**src/rtl/rtc_pkg.sv**
```systemverilog
package rtc_pkg;
    localparam int AW = 4;
    localparam int DW = 8;

    localparam logic [AW-1:0] A_CTRL  = 4'd0;
    localparam logic [AW-1:0] A_SEC   = 4'd1;
    localparam logic [AW-1:0] A_MIN   = 4'd2;
    localparam logic [AW-1:0] A_HR    = 4'd3;
    localparam logic [AW-1:0] A_DOW   = 4'd4;
    localparam logic [AW-1:0] A_ASEC  = 4'd5;
    localparam logic [AW-1:0] A_AMIN  = 4'd6;
    localparam logic [AW-1:0] A_AHR   = 4'd7;
    localparam logic [AW-1:0] A_ADOW  = 4'd8;
    localparam logic [AW-1:0] A_AEN   = 4'd9;

    typedef enum logic [0:0] {
        ST_HOLD = 1'b0,
        ST_RUN  = 1'b1
    } pre_state_t;

    typedef struct packed {
        logic [2:0] dow;
        logic [4:0] hr;
        logic [5:0] min;
        logic [5:0] sec;
    } tod_t;
endpackage

```
**src/rtl/rtc_prescaler.sv**
```systemverilog
module rtc_prescaler
    import rtc_pkg::*;
#(
    parameter int XTAL_DIV = 32768,
    parameter int M50_DIV  = 50,
    parameter int M60_DIV  = 60
) (
    input  logic clk,
    input  logic rst_n,
    input  logic xtal_tick,
    input  logic mains_tick,
    input  logic src_mains,
    input  logic mains60,
    input  logic hold,
    input  logic restart,
    output logic sec_en
);
    localparam int MAXDIV = (XTAL_DIV > M60_DIV) ? XTAL_DIV : M60_DIV;
    localparam int CW     = $clog2(MAXDIV) + 1;

    pre_state_t    state_q, state_d;
    logic [CW-1:0] cnt_q;
    logic [CW-1:0] last;
    logic          tick;

    assign tick = src_mains ? mains_tick : xtal_tick;
    assign last = src_mains ? (mains60 ? CW'(M60_DIV - 1) : CW'(M50_DIV - 1))
                            : CW'(XTAL_DIV - 1);

    always_comb begin
        state_d = state_q;
        unique case (state_q)
            ST_HOLD: if (!hold) state_d = ST_RUN;
            ST_RUN:  if (hold)  state_d = ST_HOLD;
        endcase
    end

    always_ff @(posedge clk) begin
        if (!rst_n) state_q <= ST_RUN;
        else        state_q <= state_d;
    end

    always_ff @(posedge clk) begin
        if (!rst_n)
            cnt_q <= '0;
        else if (restart || state_q == ST_HOLD || hold)
            cnt_q <= '0;
        else if (tick)
            cnt_q <= (cnt_q >= last) ? '0 : cnt_q + 1'b1;
    end

    always_comb begin
        sec_en = 1'b0;
        unique case (state_q)
            ST_HOLD: sec_en = 1'b0;
            ST_RUN:  sec_en = tick && !hold && !restart && (cnt_q == last);
        endcase
    end

    p_cnt_range_r2: assert property (@(posedge clk) disable iff (!rst_n)
        (state_q == ST_RUN && tick && !restart && !hold && cnt_q < last)
            |=> (cnt_q == $past(cnt_q) + 1'b1));

    p_restart_quiet_r3: assert property (@(posedge clk) disable iff (!rst_n)
        restart |=> !sec_en);
endmodule

```
**src/rtl/rtc_counters.sv**
```systemverilog
module rtc_counters
    import rtc_pkg::*;
(
    input  logic       clk,
    input  logic       rst_n,
    input  logic       sec_en,
    input  logic       hold,
    input  logic [3:0] wr_field,
    input  logic [7:0] wdata,
    output tod_t       tod
);
    tod_t t_q;

    always_ff @(posedge clk) begin
        if (!rst_n) begin
            t_q.sec <= '0;
            t_q.min <= '0;
            t_q.hr  <= '0;
            t_q.dow <= 3'd1;
        end else if (hold) begin
            if (wr_field[0]) t_q.sec <= wdata[5:0];
            if (wr_field[1]) t_q.min <= wdata[5:0];
            if (wr_field[2]) t_q.hr  <= wdata[4:0];
            if (wr_field[3]) t_q.dow <= wdata[2:0];
        end else if (sec_en) begin
            if (t_q.sec != 6'd59) begin
                t_q.sec <= t_q.sec + 1'b1;
            end else begin
                t_q.sec <= '0;
                if (t_q.min != 6'd59) begin
                    t_q.min <= t_q.min + 1'b1;
                end else begin
                    t_q.min <= '0;
                    if (t_q.hr != 5'd23) begin
                        t_q.hr <= t_q.hr + 1'b1;
                    end else begin
                        t_q.hr  <= '0;
                        t_q.dow <= (t_q.dow >= 3'd7) ? 3'd1 : t_q.dow + 1'b1;
                    end
                end
            end
        end
    end

    assign tod = t_q;

    p_locked_stable_r4: assert property (@(posedge clk) disable iff (!rst_n)
        (!hold && !sec_en) |=> $stable(t_q));

    p_sec_wrap_r5: assert property (@(posedge clk) disable iff (!rst_n)
        (!hold && sec_en && t_q.sec == 6'd59) |=> (t_q.sec == 6'd0));
endmodule

```
**src/rtl/rtc_alarm_match.sv**
```systemverilog
module rtc_alarm_match
    import rtc_pkg::*;
(
    input  logic       clk,
    input  logic       rst_n,
    input  tod_t       now,
    input  tod_t       setp,
    input  logic [3:0] en,
    output logic       match
);
    logic [3:0] eq;

    assign eq[0] = (now.sec == setp.sec);
    assign eq[1] = (now.min == setp.min);
    assign eq[2] = (now.hr  == setp.hr);
    assign eq[3] = (now.dow == setp.dow);

    assign match = (en != 4'b0) && ((eq | ~en) == 4'hF);

    p_no_en_r7: assert property (@(posedge clk) disable iff (!rst_n)
        (en == 4'b0) |-> !match);
endmodule

```
**src/rtl/rtc_top.sv**
```systemverilog
module rtc_top
    import rtc_pkg::*;
#(
    parameter int XTAL_DIV = 32768,
    parameter int M50_DIV  = 50,
    parameter int M60_DIV  = 60
) (
    input  logic         clk,
    input  logic         rst_n,
    input  logic         xtal_tick,
    input  logic         mains_tick,
    input  logic         bus_sel,
    input  logic         bus_wr,
    input  logic [AW-1:0] bus_addr,
    input  logic [DW-1:0] bus_wdata,
    output logic [DW-1:0] bus_rdata,
    output logic         irq
);
    logic hold_q, src_q, m60_q, ie_q, flag_q, cmp_q;
    tod_t alm_q, tod;
    logic [3:0] aen_q, wr_field;
    logic wr_ctrl, rd_ctrl, sec_en, match;

    assign wr_ctrl = bus_sel && bus_wr && (bus_addr == A_CTRL);
    assign rd_ctrl = bus_sel && !bus_wr && (bus_addr == A_CTRL);

    for (genvar g = 0; g < 4; g++) begin : g_wr
        assign wr_field[g] = bus_sel && bus_wr && (bus_addr == A_SEC + AW'(g));
    end

    always_ff @(posedge clk) begin
        if (!rst_n) begin
            hold_q <= 1'b0; src_q <= 1'b0; m60_q <= 1'b0; ie_q <= 1'b0;
            alm_q  <= '0;   aen_q <= '0;
            cmp_q  <= 1'b0; flag_q <= 1'b0;
        end else begin
            cmp_q <= sec_en || (wr_ctrl && !bus_wdata[0]);
            if (wr_ctrl) begin
                hold_q <= bus_wdata[0];
                src_q  <= bus_wdata[1];
                m60_q  <= bus_wdata[2];
                ie_q   <= bus_wdata[3];
            end
            if (bus_sel && bus_wr) begin
                unique case (bus_addr)
                    A_ASEC:  alm_q.sec <= bus_wdata[5:0];
                    A_AMIN:  alm_q.min <= bus_wdata[5:0];
                    A_AHR:   alm_q.hr  <= bus_wdata[4:0];
                    A_ADOW:  alm_q.dow <= bus_wdata[2:0];
                    A_AEN:   aen_q     <= bus_wdata[3:0];
                    default: ;
                endcase
            end
            if (cmp_q && match) flag_q <= 1'b1;
            else if (rd_ctrl)   flag_q <= 1'b0;
        end
    end

    always_comb begin
        unique case (bus_addr)
            A_CTRL:  bus_rdata = {flag_q, 3'b0, ie_q, m60_q, src_q, hold_q};
            A_SEC:   bus_rdata = {2'b0, tod.sec};
            A_MIN:   bus_rdata = {2'b0, tod.min};
            A_HR:    bus_rdata = {3'b0, tod.hr};
            A_DOW:   bus_rdata = {5'b0, tod.dow};
            A_ASEC:  bus_rdata = {2'b0, alm_q.sec};
            A_AMIN:  bus_rdata = {2'b0, alm_q.min};
            A_AHR:   bus_rdata = {3'b0, alm_q.hr};
            A_ADOW:  bus_rdata = {5'b0, alm_q.dow};
            A_AEN:   bus_rdata = {4'b0, aen_q};
            default: bus_rdata = '0;
        endcase
    end

    assign irq = flag_q && ie_q;

    rtc_prescaler #(.XTAL_DIV(XTAL_DIV), .M50_DIV(M50_DIV), .M60_DIV(M60_DIV)) u_pre (
        .clk(clk), .rst_n(rst_n), .xtal_tick(xtal_tick), .mains_tick(mains_tick),
        .src_mains(src_q), .mains60(m60_q), .hold(hold_q), .restart(wr_ctrl),
        .sec_en(sec_en)
    );

    rtc_counters u_cnt (
        .clk(clk), .rst_n(rst_n), .sec_en(sec_en), .hold(hold_q),
        .wr_field(wr_field), .wdata(bus_wdata), .tod(tod)
    );

    rtc_alarm_match u_match (
        .clk(clk), .rst_n(rst_n), .now(tod), .setp(alm_q), .en(aen_q), .match(match)
    );

    p_hold_quiet_r3: assert property (@(posedge clk) disable iff (!rst_n)
        hold_q |-> !sec_en);

    p_tick_compare_r8: assert property (@(posedge clk) disable iff (!rst_n)
        sec_en |=> cmp_q);

    p_irq_set_r10: assert property (@(posedge clk) disable iff (!rst_n)
        (cmp_q && match && ie_q && !wr_ctrl) |=> irq);

    p_rd_clear_r11: assert property (@(posedge clk) disable iff (!rst_n)
        (rd_ctrl && !(cmp_q && match)) |=> !flag_q);
endmodule

```
**config.mk**
```make
export PLATFORM = sky130hd
export DESIGN_NAME = rtc_top
export DESIGN_NICKNAME = d
export VERILOG_FILES = /design/src/rtl/rtc_pkg.sv /design/src/rtl/rtc_prescaler.sv /design/src/rtl/rtc_counters.sv /design/src/rtl/rtc_alarm_match.sv /design/src/rtl/rtc_top.sv
export SDC_FILE = /design/constraint.sdc
export NUM_CORES = 1
export LEC_CHECK = 0
export CAP_MARGIN = 10
export CORE_ASPECT_RATIO = 0.7
export CORE_MARGIN = 5
export CORE_UTILIZATION = 40
export DETAILED_ROUTE_END_ITERATION = 10
export SETUP_SLACK_MARGIN = 0.02
export SYNTH_ARGS = -nofsm -noshare
export SYNTH_HDL_FRONTEND = slang
export SYNTH_HIERARCHICAL = 1
export SYNTH_SLANG_ARGS = --single-unit
```
**constraint.sdc**
```tcl
create_clock -name clk -period 4.6 [get_ports clk]
set_input_delay 1.38 -clock clk [delete_from_list [all_inputs] [get_ports clk]]
set_output_delay 1.38 -clock clk [all_outputs]
set_load 0.02 [all_outputs]
```
Word-level counts from Yosys, hierarchy flattened
Cells that the tools add are included.
{"block": "totals", "register_bits": 67, "latch_bits": 0, "ramBits": 0, "mem_bits_ro": 0, "inputBits": 18, "out_inout_bits": 9, "wordCells": 111, "n_memories": 0}
{"block": "classes", "add_sub_neg": 5, "mul": 0, "div_mod_pow": 0, "n_lt_le_gt_ge": 2, "eq_ne": 25, "shift": 0, "mux": 22, "bitwise_logic": 4, "reduce_logical": 36}
{"operator": "$pmux W8 S10", "n": 1}
{"operator": "$mux W20", "n": 2}
{"operator": "$mux W16", "n": 2}
{"operator": "$mux W6", "n": 4}
{"operator": "$add A16 B1 Y16 const B", "n": 1}
{"operator": "$eq A16 B16 Y1", "n": 1}
{"operator": "$eq A4 B3 Y1 const B", "n": 4}
{"operator": "$ge A16 B16 Y1", "n": 1}
{"operator": "$logic_and A1 B1 Y1", "n": 15}
{"operator": "$mux W14", "n": 1}
{"operator": "$add A6 B1 Y6 const B", "n": 2}
{"operator": "$eq A4 B4 Y1 const B", "n": 3}
{"operator": "$eq A6 B6 Y1", "n": 2}
{"operator": "$ne A6 B6 Y1 const B", "n": 2}
{"operator": "$reduce_and A2 Y1", "n": 6}
{"operator": "$mux W5", "n": 2}
{"operator": "$mux W3", "n": 3}
{"operator": "$eq A4 B2 Y1 const B", "n": 2}
{"operator": "$mux W8", "n": 1}
{"operator": "$ne A2 B1 Y1 const B", "n": 4}
{"operator": "$ne A2 B2 Y1 const B", "n": 3}
{"operator": "$add A5 B1 Y5 const B", "n": 1}
{"operator": "$eq A5 B5 Y1", "n": 1}
{"operator": "$ne A5 B5 Y1 const B", "n": 1}
{"operator": "other kinds (19)", "n": 29}

Logic depth before layout (Yosys ltp)
Gate-level depths: netlist of run 1.
{"block": "logic_depth", "word_depth": 8, "mapped_depth": 12, "mapped_depth_nobuf": 10}

By module
Netlist of run 1, hierarchy kept.
{"module": "rtc_top", "instances": 1, "cells_per_inst": 209, "area_per_inst_um2": 1770.4, "seq_area_each_um2": 600.6}
{"module": "rtc_counters", "instances": 1, "cells_per_inst": 157, "area_per_inst_um2": 1315.0, "seq_area_each_um2": 400.4}
{"module": "rtc_prescaler", "instances": 1, "cells_per_inst": 121, "area_per_inst_um2": 1042.2, "seq_area_each_um2": 340.3}
{"module": "rtc_alarm_match", "instances": 1, "cells_per_inst": 30, "area_per_inst_um2": 240.2, "seq_area_each_um2": 0.0}

Worst setup path after synthesis of run 1
OpenSTA, ideal clock, no wires.
{"block": "synth_path", "path_kind": "input -> output", "startpoint": "in bus_addr[1]", "endpoint": "out bus_rdata[7]", "arrival_time_ns": 2.474, "t_required_ns": 3.220, "path_slack_ns": 0.746, "path_stages": 3, "n_path_buf": 1, "cell_sequence": "buf_2 > or3_1 > nor3b_1"}
{"block": "synth_between", "elab_chain_cells": 2, "word_cells_on_any_way": 11, "classes_between": "eq/ne: 9; mux: 1; reduce/logical: 1"}
{"item": "start: declaration", "line_no": "rtc_top.sv:14", "source": "input logic [AW-1:0] bus_addr,"}
{"item": "$eq A4 B4 Y1 (tied with other cells)", "line_no": "rtc_top.sv:60", "source": "unique case (bus_addr)"}
{"item": "$pmux W8 S10 (*)", "line_no": "rtc_top.sv:60"}
{"item": "end: declaration", "line_no": "rtc_top.sv:16", "source": "output logic [DW-1:0] bus_rdata,"}
Every way passes the cells marked *; elsewhere a longest branch is shown, timed or not.

Final worst setup path of run 1
{"block": "layout_path", "startpoint": "in bus_addr[1]", "endpoint": "out bus_rdata[1]"}
Same word-level chain as after synthesis.

==> metrics.log, run 1 <==
INFO  metric min_period_over_period = a little over nine tenths
INFO  metric fin_hold_ws = 0.507 ns
INFO  metric seq_cells_post_synth = 67
INFO  metric routed-via-count = slightly above 4000
INFO  metric timing.reg2reg.worst_path_depth = 9
INFO  metric pwr_density_cell = 266 nW/um^2
INFO  metric grt-ovfl-total = 0
INFO  metric vias_in_the_first_global_route = around 3800
INFO  metric maxCapViolCount = 0
INFO  metric numClockSinks = 67
INFO  metric chipHeight = 97.4 um
INFO  metric yosys.cell_types.count = 73
INFO  metric critical_path_end_type = output port
INFO  metric utilization = between 40% and 50%
INFO  metric clock_path_buffers = 2
INFO  metric synth_top_cell_area_share = between 30% and 40%
INFO  metric synth.area.top_cells = sky130_fd_sc_hd__dfxtp_1 (31%), sky130_fd_sc_hd__mux2i_1 (5.7%), sky130_fd_sc_hd__ha_1 (5.2%)
INFO  metric layout-drive-gt1-share = approximately 14%
INFO  metric worstSetupEndpoint = bus_rdata[1]
INFO  metric design.final.nets = between 500 and 600
INFO  metric synth-edff-count = 0
INFO  metric io-pin-count = 27
INFO  metric tritoncts_clock_tree = built
INFO  metric number_of_standard_cells_after_synthesis = between 500 and 600
INFO  metric dp_cells = roughly 700
INFO  metric min-delay-start = alm_q[11]
INFO  metric cts_root_buffer = sky130_fd_sc_hd__clkbuf_16
INFO  metric critical_path.startpoint = bus_addr[1]
INFO  metric path_clk_slew = 0.05 ns
INFO  metric final_cells = just over 700
INFO  metric report.final.setup_viol = 0
INFO  metric area_growth_syn_to_layout = 19.1%
INFO  metric port-buffer-count = 23
INFO  metric crit-reg2reg-launch = src_q
INFO  metric slew_headroom = 58.9%
INFO  metric worst_path_largest_cell_delay = between 0.4 and 0.5 ns
INFO  metric cp.arrival = approximately 3.1 ns
INFO  metric synthesis.yosys.warnings = 6
INFO  metric detailedPlace.worstSlack = -0.238 ns
INFO  metric yosys.cell_count.top_type = sky130_fd_sc_hd__dfxtp_1
INFO  metric reg2reg_to = u_cnt/tod[17]
INFO  metric detail-route-antenna-nets = 0
INFO  metric worst_skew_pair.late_latency = about 0.34 ns
INFO  metric cell_type_with_the_largest_total_area_after_synthesis = sky130_fd_sc_hd__dfxtp_1
INFO  metric synth_flop_cell = sky130_fd_sc_hd__dfxtp_1
INFO  metric cts_inserted_buffers = 9
INFO  metric holdBufCountCts = 0
INFO  metric placementRows = 31
INFO  metric wire_per_inst = roughly 18 um
INFO  metric startpoint_type = primary input
INFO  metric worst_pin_slew = approximately 0.60 ns
INFO  metric crit_chain = clkdlybuf4s50_1, buf_4, or3_1, o22ai_1, a221oi_2, o21ai_1, dlygate4sd2_1
INFO  metric synth.yosys.seq_area_share = a little under a third
INFO  metric synth_area = about 4400 um^2
INFO  metric floorplan.initialDensity = just over 40%
INFO  metric status = completed
INFO  metric syn-num-nets = about 550
INFO  metric clock.fmax = roughly 220 MHz
INFO  metric grt_max_degree = 39
INFO  metric post-route-drc-count = 0
INFO  metric crit_required = ~3.2 ns
INFO  metric fin_crit = 4.52 ns
INFO  metric fp.coreArea = between 10000 and 15000 um^2
INFO  metric grt_pass1_wl = 20.9 mm
INFO  metric critical_path.max_fanout = 8
INFO  metric total_track_usage = between 15 and 20%
INFO  metric timing.reg2reg.setup_slack = ~1.2 ns
INFO  metric timing.final.max_slew_violations = 0
INFO  metric slowest_stage = sky130_fd_sc_hd__or3_1
INFO  metric filler_cell_count = 1005
INFO  metric timing.setup.critical_path_class = in2out
INFO  metric cts-htree-levels = 3
INFO  metric drt_first_iter_violations = ~430
INFO  metric detailed_place_hpwl = between 9 and 10 mm
INFO  metric antenna_cells = 0
INFO  metric final-hold-violation-count = 0
INFO  metric timing.hold.worst.class = reg2reg
INFO  metric setup_slack = around 0.080 ns
INFO  metric synth.avg_cell_area = roughly 8.4 um^2
INFO  metric last_weighted_congestion_value_of_the_routability_driven_placer = around 0.97
INFO  metric p_leak = 2.02 nW
INFO  metric routed_wirelength = between 10 and 15 mm
INFO  metric ir_drop = around 0.00017 V
INFO  metric vias_per_cell = just under 6
INFO  metric grt_setup_unrepaired = false
INFO  metric die_width = 135 um
INFO  metric stdcell_area = 5200 um^2
INFO  metric asyncSetResetFlopFracSynth = 0%
INFO  metric first_pass_iters = 6
INFO  metric antenna_found_initial = 0
INFO  metric dpl_cell_area = 4880 um^2
INFO  metric netlist_top_cells_count = sky130_fd_sc_hd__dfxtp_1 (67), sky130_fd_sc_hd__nand2_1 (57), sky130_fd_sc_hd__nor2_1 (35)
INFO  metric final.setup_skew = between 0.007 and 0.008 ns
INFO  metric die-area = roughly 13000 um^2
[worst max-delay path, delay by kind of cell]
kind | cells | cell delay (ns)
and+or+nand+nor | 1 | 0.44
AOI/OAI and AO/OA | 3 | 0.41
buffers and inverters | 3 | 0.91
[routing by layer]
| layer | part of all wire, % | track usage, % | routed length [um] |
|---|---|---|---|
| met5 | 0 | 0 | 0 |
| met4 | 0.93 | 5.01 | 120 |
| met3 | 9.6 | 4.35 | 1240 |
| met2 | 40 | 26.6 | 5090 |
| met1 | 50 | 31.8 | 6420 |
[repair_timing]
item | 4_1_cts | 5_1_grt
cloned | 0 | 0
endpoints found under the setup margin | 7 | 3
setup buffers | 0 | 2
gates resized for setup | 13 | 7
[worst min-delay path by stage]
| stage | to | slack [ns] | cells past startpoint |
|---|---|---|---|
| after floorplan | u_pre/state_q | 0.40 | 1 |
| after global placement | alm_q[5] | 0.49 | 2 |
| after detailed placement | alm_q[11] | 0.50 | 2 |
| after CTS | alm_q[11] | 0.50 | 2 |
| after global routing | u_pre/cnt_q[1] | 0.54 | 2 |
| final | alm_q[11] | 0.51 | 2 |
[logic make-up after synthesis]
logic type	Yosys count	synth area share [%]
buffers and inverters	35	4.30
DFF	67	30.7
muxes	28	6.50
adders and majority gates	18	5.16
AOI/OAI and AO/OA	134	21.1
and+or+nand+nor	201	25.5
xor gates and xnor gates	33	6.62
other	1	0.0859
[layout make-up]
type | count | area [um^2] | area share, %
inverters | 11 | 41.3 | 0.794
well taps | 148 | 185 | 3.56
repair buffers | 58 | 483 | 9.29
multi-input cells | 415 | 2870 | 55.1
clock buffers | 11 | 243 | 4.67
flip-flops and latches | 67 | 1340 | 25.8
clock inverters | 3 | 40.0 | 0.770
[metrics by stage]
step / TNS (ns) / total power (W)
final: 0 / 0.00138
after CTS: 0 / 0.00140
after detailed placement: -1.14 / 0.000714
after floorplan: 0 / 0.000659
after global routing: 0 / 0.00144
after global placement: -1.05 / 0.000712
[registers in the layout, summed over array words and instances, names as in the netlist, 4 cells and up]
register / flops
aen_q: 4
u_cnt/tod: 20
u_pre/cnt_q: 16
alm_q: 20
[power by group]
group / total (W) / internal (W) / switching, W
sequential: 0.000592 / 0.000585 / 0.00000710
clock: 0.000678 / 0.000426 / 0.000251
combinational: 0.000113 / 0.0000480 / 0.0000651
total: 0.00138 / 0.00106 / 0.000324
[placed cells by master, fill, tap and decap left out, types with 17 or more instances in the layout]
master,instances
sky130_fd_sc_hd__buf_4,34
sky130_fd_sc_hd__o21ai_0,24
sky130_fd_sc_hd__xnor2_1,22
sky130_fd_sc_hd__nor2_1,34
sky130_fd_sc_hd__nand3_1,17
sky130_fd_sc_hd__a21boi_1,17
sky130_fd_sc_hd__ha_1,18
sky130_fd_sc_hd__a21oi_1,18
sky130_fd_sc_hd__mux2i_1,22
sky130_fd_sc_hd__nand2_1,57
sky130_fd_sc_hd__dfxtp_1,67
sky130_fd_sc_hd__nor2b_1,20
Power figures use the tool's default switching activity.
==> run 2: changes to the inputs <==
- ABC_AREA: default -> 1
- SYNTH_HIERARCHICAL: 1 -> default
==> metrics.log, run 2 <==
INFO  metric status = completed (unchanged)
INFO  metric path_clk_slew = 0.05 ns (about the same)
INFO  metric synth.avg_cell_area = 6.53 um^2 (was 8.45 um^2)
INFO  metric critical_path.max_fanout = 6 (was 8)
INFO  metric fin_crit = 4.42 ns (was 4.52 ns)
INFO  metric worst_skew_pair.late_latency = 0.34 ns (about the same)
INFO  metric wire_per_inst = 15.5 um (was 18.0 um)
INFO  metric layout-drive-gt1-share = 9.43% (was 13.6%)
INFO  metric tritoncts_clock_tree = built (unchanged)
INFO  metric port-buffer-count = 23 (unchanged)
INFO  metric maxCapViolCount = 0 (unchanged)
INFO  metric grt_setup_unrepaired = false (unchanged)
INFO  metric area_growth_syn_to_layout = 19.1% (about the same)
INFO  metric clock.fmax = 226 MHz (was 221 MHz)
INFO  metric yosys.cell_count.top_type = sky130_fd_sc_hd__nand2_1 (was sky130_fd_sc_hd__dfxtp_1)
INFO  metric power_frac_seq = 37.0% (was 42.8%)
INFO  metric grt_pass1_wl = 20.4 mm (was 20.9 mm)
INFO  metric final_cells = 821 (was 713)
INFO  metric clock_path_buffers = 2 (unchanged)
INFO  metric die_width = 133 um (was 135 um)
INFO  metric ir_drop = 0.000187 V (was 0.000173 V)
INFO  metric most_used_cells_in_the_layout_excluding_fill_and_tap_cells = sky130_fd_sc_hd__nand2_1 (159), sky130_fd_sc_hd__inv_1 (87), sky130_fd_sc_hd__nor2_1 (68), sky130_fd_sc_hd__dfxtp_1 (67), sky130_fd_sc_hd__a21oi_1 (60) (was sky130_fd_sc_hd__dfxtp_1 (67), sky130_fd_sc_hd__nand2_1 (57), sky130_fd_sc_hd__nor2_1 (34), sky130_fd_sc_hd__buf_4 (34), sky130_fd_sc_hd__o21ai_0 (24))
INFO  metric post_cts.repair.setup_buffers = 0 (unchanged)
INFO  metric cell_internal_pwr = 0.00126 W (was 0.00106 W)
INFO  metric finalSetupTns = 0 ns (unchanged)
INFO  metric layout.cells.most_common = sky130_fd_sc_hd__nand2_1 (was sky130_fd_sc_hd__dfxtp_1)
INFO  metric cts_inserted_buffers = 9 (unchanged)
INFO  metric routed-via-count = 4322 (was 4132)
INFO  metric switching_share = 21.0% (was 23.4%)
INFO  metric worst_pin_slew = 0.555 ns (was 0.599 ns)
INFO  metric synthesis.yosys.warnings = 0 (was 6)
INFO  metric synth.yosys.seq_area_share = 31.7% (was 30.7%)
INFO  metric syn-num-nets = 684 (was 553)
INFO  metric grt-ovfl-total = 0 (unchanged)
INFO  metric first_pass_iters = 7 (was 6)
INFO  metric io-pin-count = 27 (unchanged)
INFO  metric antenna_cells = 0 (unchanged)
INFO  metric synth.area.top_cells = sky130_fd_sc_hd__dfxtp_1 (32%), sky130_fd_sc_hd__nand2_1 (14%), sky130_fd_sc_hd__inv_1 (7.7%) (was sky130_fd_sc_hd__dfxtp_1 (31%), sky130_fd_sc_hd__mux2i_1 (5.7%), sky130_fd_sc_hd__ha_1 (5.2%))
INFO  metric synth_top_cell_area_share = 31.7% (was 30.7%)
INFO  metric dp_cells = 805 (was 697)
INFO  metric drt_first_iter_violations = 380 (was 432)
INFO  metric startpoint_type = primary input (unchanged)
INFO  metric timing.hold.worst.class = reg2reg (unchanged)
INFO  metric pwr_density_cell = 317 nW/um^2 (was 266 nW/um^2)
INFO  metric cts_root_buffer = sky130_fd_sc_hd__clkbuf_16 (unchanged)
INFO  metric detailed_place_hpwl = 9.68 mm (was 9.50 mm)
INFO  metric routed_wirelength = 12.7 mm (was 12.9 mm)
INFO  metric crit_required = 3.22 ns (about the same)
INFO  metric p_leak = 2.16 nW (was 2.02 nW)
INFO  metric synth_area = 4230 um^2 (was 4370 um^2)
INFO  metric seq_cells_post_synth = 67 (unchanged)
INFO  metric antenna_found_initial = 0 (unchanged)
INFO  metric clockPowerShare = 56.9% (was 49.0%)
INFO  metric timing.setup.critical_path_class = in2out (unchanged)
INFO  metric chipHeight = 96.0 um (was 97.4 um)
INFO  metric vias_in_the_first_global_route = 3790 (was 3810)
INFO  metric numClockSinks = 67 (unchanged)
INFO  metric cell_type_with_the_largest_total_area_after_synthesis = sky130_fd_sc_hd__dfxtp_1 (unchanged)
INFO  metric number_of_standard_cells_after_synthesis = 648 (was 517)
INFO  metric asyncSetResetFlopFracSynth = 0% (unchanged)
INFO  metric holdBufCountCts = 0 (unchanged)
INFO  metric cp.arrival = 3.04 ns (was 3.14 ns)
INFO  metric final.setup_skew = 0.00426 ns (was 0.00745 ns)
INFO  metric post-route-drc-count = 0 (unchanged)
INFO  metric critical_path_end_type = output port (unchanged)
INFO  metric placementRows = 31 (unchanged)
INFO  metric slew_headroom = 62.9% (was 58.9%)
INFO  metric yosys.cell_types.count = 38 (was 73)
INFO  metric final-hold-violation-count = 0 (unchanged)
INFO  metric cts-htree-levels = 3 (unchanged)
INFO  metric min_period_over_period = 96.1% (was 98.3%)
INFO  metric design.final.nets = 720 (was 598)
INFO  metric total_track_usage = 20.7% (was 20.0%)
INFO  metric vias_per_cell = 5.26 (was 5.80)
INFO  metric report.final.setup_viol = 0 (unchanged)
INFO  metric netlist_top_cells_count = sky130_fd_sc_hd__nand2_1 (160), sky130_fd_sc_hd__inv_1 (87), sky130_fd_sc_hd__nor2_1 (69) (was sky130_fd_sc_hd__dfxtp_1 (67), sky130_fd_sc_hd__nand2_1 (57), sky130_fd_sc_hd__nor2_1 (35))
INFO  metric reported_net_switching_power = 0.000335 W (was 0.000324 W)
INFO  metric detail-route-antenna-nets = 0 (unchanged)
INFO  metric last_weighted_congestion_value_of_the_routability_driven_placer = 0.967 (was 0.966)
INFO  metric floorplan.initialDensity = 40.8% (was 41.6%)
INFO  metric synth_flop_cell = sky130_fd_sc_hd__dfxtp_1 (unchanged)
INFO  metric grt_max_degree = 43 (was 39)
INFO  metric fp.coreArea = 10400 um^2 (was 10500 um^2)
INFO  metric power.share.combinational = 6.0% (was 8.2%)
INFO  metric die-area = 12800 um^2 (was 13100 um^2)
INFO  metric synth-edff-count = 0 (unchanged)
INFO  metric timing.final.max_slew_violations = 0 (unchanged)
## run 2: cell count changes after synthesis, moves of 20 or more
cell / delta
sky130_fd_sc_hd__a21oi_1: +42
sky130_fd_sc_hd__inv_1: +76
sky130_fd_sc_hd__mux2i_1: -25
sky130_fd_sc_hd__nand2_1: +103
sky130_fd_sc_hd__nand3_1: +30
sky130_fd_sc_hd__nor2_1: +34
sky130_fd_sc_hd__nor2b_1: -20
sky130_fd_sc_hd__o21ai_0: +21
## run 2: logic make-up (layout without fill, tap and decap cells)
logic type                 Yosys count  count (layout)  share of synthesized area [%]
and+or+nand+nor                    302             302                           31.2
AOI/OAI and AO/OA                  136             136                           18.0
DFF                                 67              67                           31.7
buffers and inverters              105             146                           9.79
xor gates and xnor gates            19              19                           3.93
other                                1               1                         0.0887
adders and majority gates           18              18                           5.33
## run 2: layout make-up
class	instances	area [um^2]
Clock buffer	9	225
Clock inverter	7	164
Fill cell	1093	5320
Inverter	92	345
Multi-Input combinational cell	476	2480
Sequential cell	67	1340
Tap cell	132	165
Timing Repair Buffer	38	315
## run 2: what timing repair did
item,CTS,global route
endpoints found under the hold margin,0,0
pin swaps,1,1
gates resized for setup,7,16
endpoints found under the setup margin,6,7
## run 2: power groups by stage
stage	combinational (W)	sequential (W)	clock [W]
after global placement	0.0000934	0.000603	0
final	0.0000965	0.000590	0.000908
after detailed placement	0.0000943	0.000603	0
after floorplan	0.0000506	0.000601	0
after global routing	0.000106	0.000591	0.000950
after CTS	0.0000948	0.000590	0.000926
## run 2: per-stage QoR
stage                     instance area [um^2]  worst slack, ns  total power (W)  util [%]  hold WS (ns)
after global routing                      5030           0.0825          0.00165      48.6         0.505
after global placement                    4670           -0.249         0.000696      45.1         0.461
final                                     5030            0.182          0.00160      48.6         0.469
after CTS                                 5050           0.0152          0.00161      48.8         0.472
after detailed placement                  4670           -0.263         0.000697      45.1         0.465
after floorplan                           4230            0.897         0.000652         -         0.444
## run 2: layer usage
layer,global-route usage (%),routed length (um),vias up
met1,31.4,6640,1947
li1,-,-,2179
met2,27.8,4840,185
met5,0,0,-
met4,5.71,131,0
met3,6.17,1110,11
## run 2: worst paths after layout
kind	to	from	slack, ns	cells after the start
setup / recovery	bus_rdata[5]	bus_addr[0]	0.18	10
hold / removal	u_pre.cnt_q[15]	u_pre.cnt_q[15]	0.47	2
setup reg to reg	u_pre.cnt_q[15]	src_q	2.12	14
hold reg to reg	u_pre.cnt_q[15]	u_pre.cnt_q[15]	0.47	2
## run 2: worst max-delay path, cell delays in order
cell and delay [ns]:
sky130_fd_sc_hd__clkdlybuf4s50_1 0.61, sky130_fd_sc_hd__nand2_1 0.12, sky130_fd_sc_hd__inv_1 0.10, sky130_fd_sc_hd__nand2_1 0.17, sky130_fd_sc_hd__inv_1 0.15, sky130_fd_sc_hd__nand2_1 0.05, sky130_fd_sc_hd__o21ai_0 0.07, sky130_fd_sc_hd__a21oi_1 0.05
sky130_fd_sc_hd__o21ai_0 0.11, sky130_fd_sc_hd__clkbuf_2 0.22
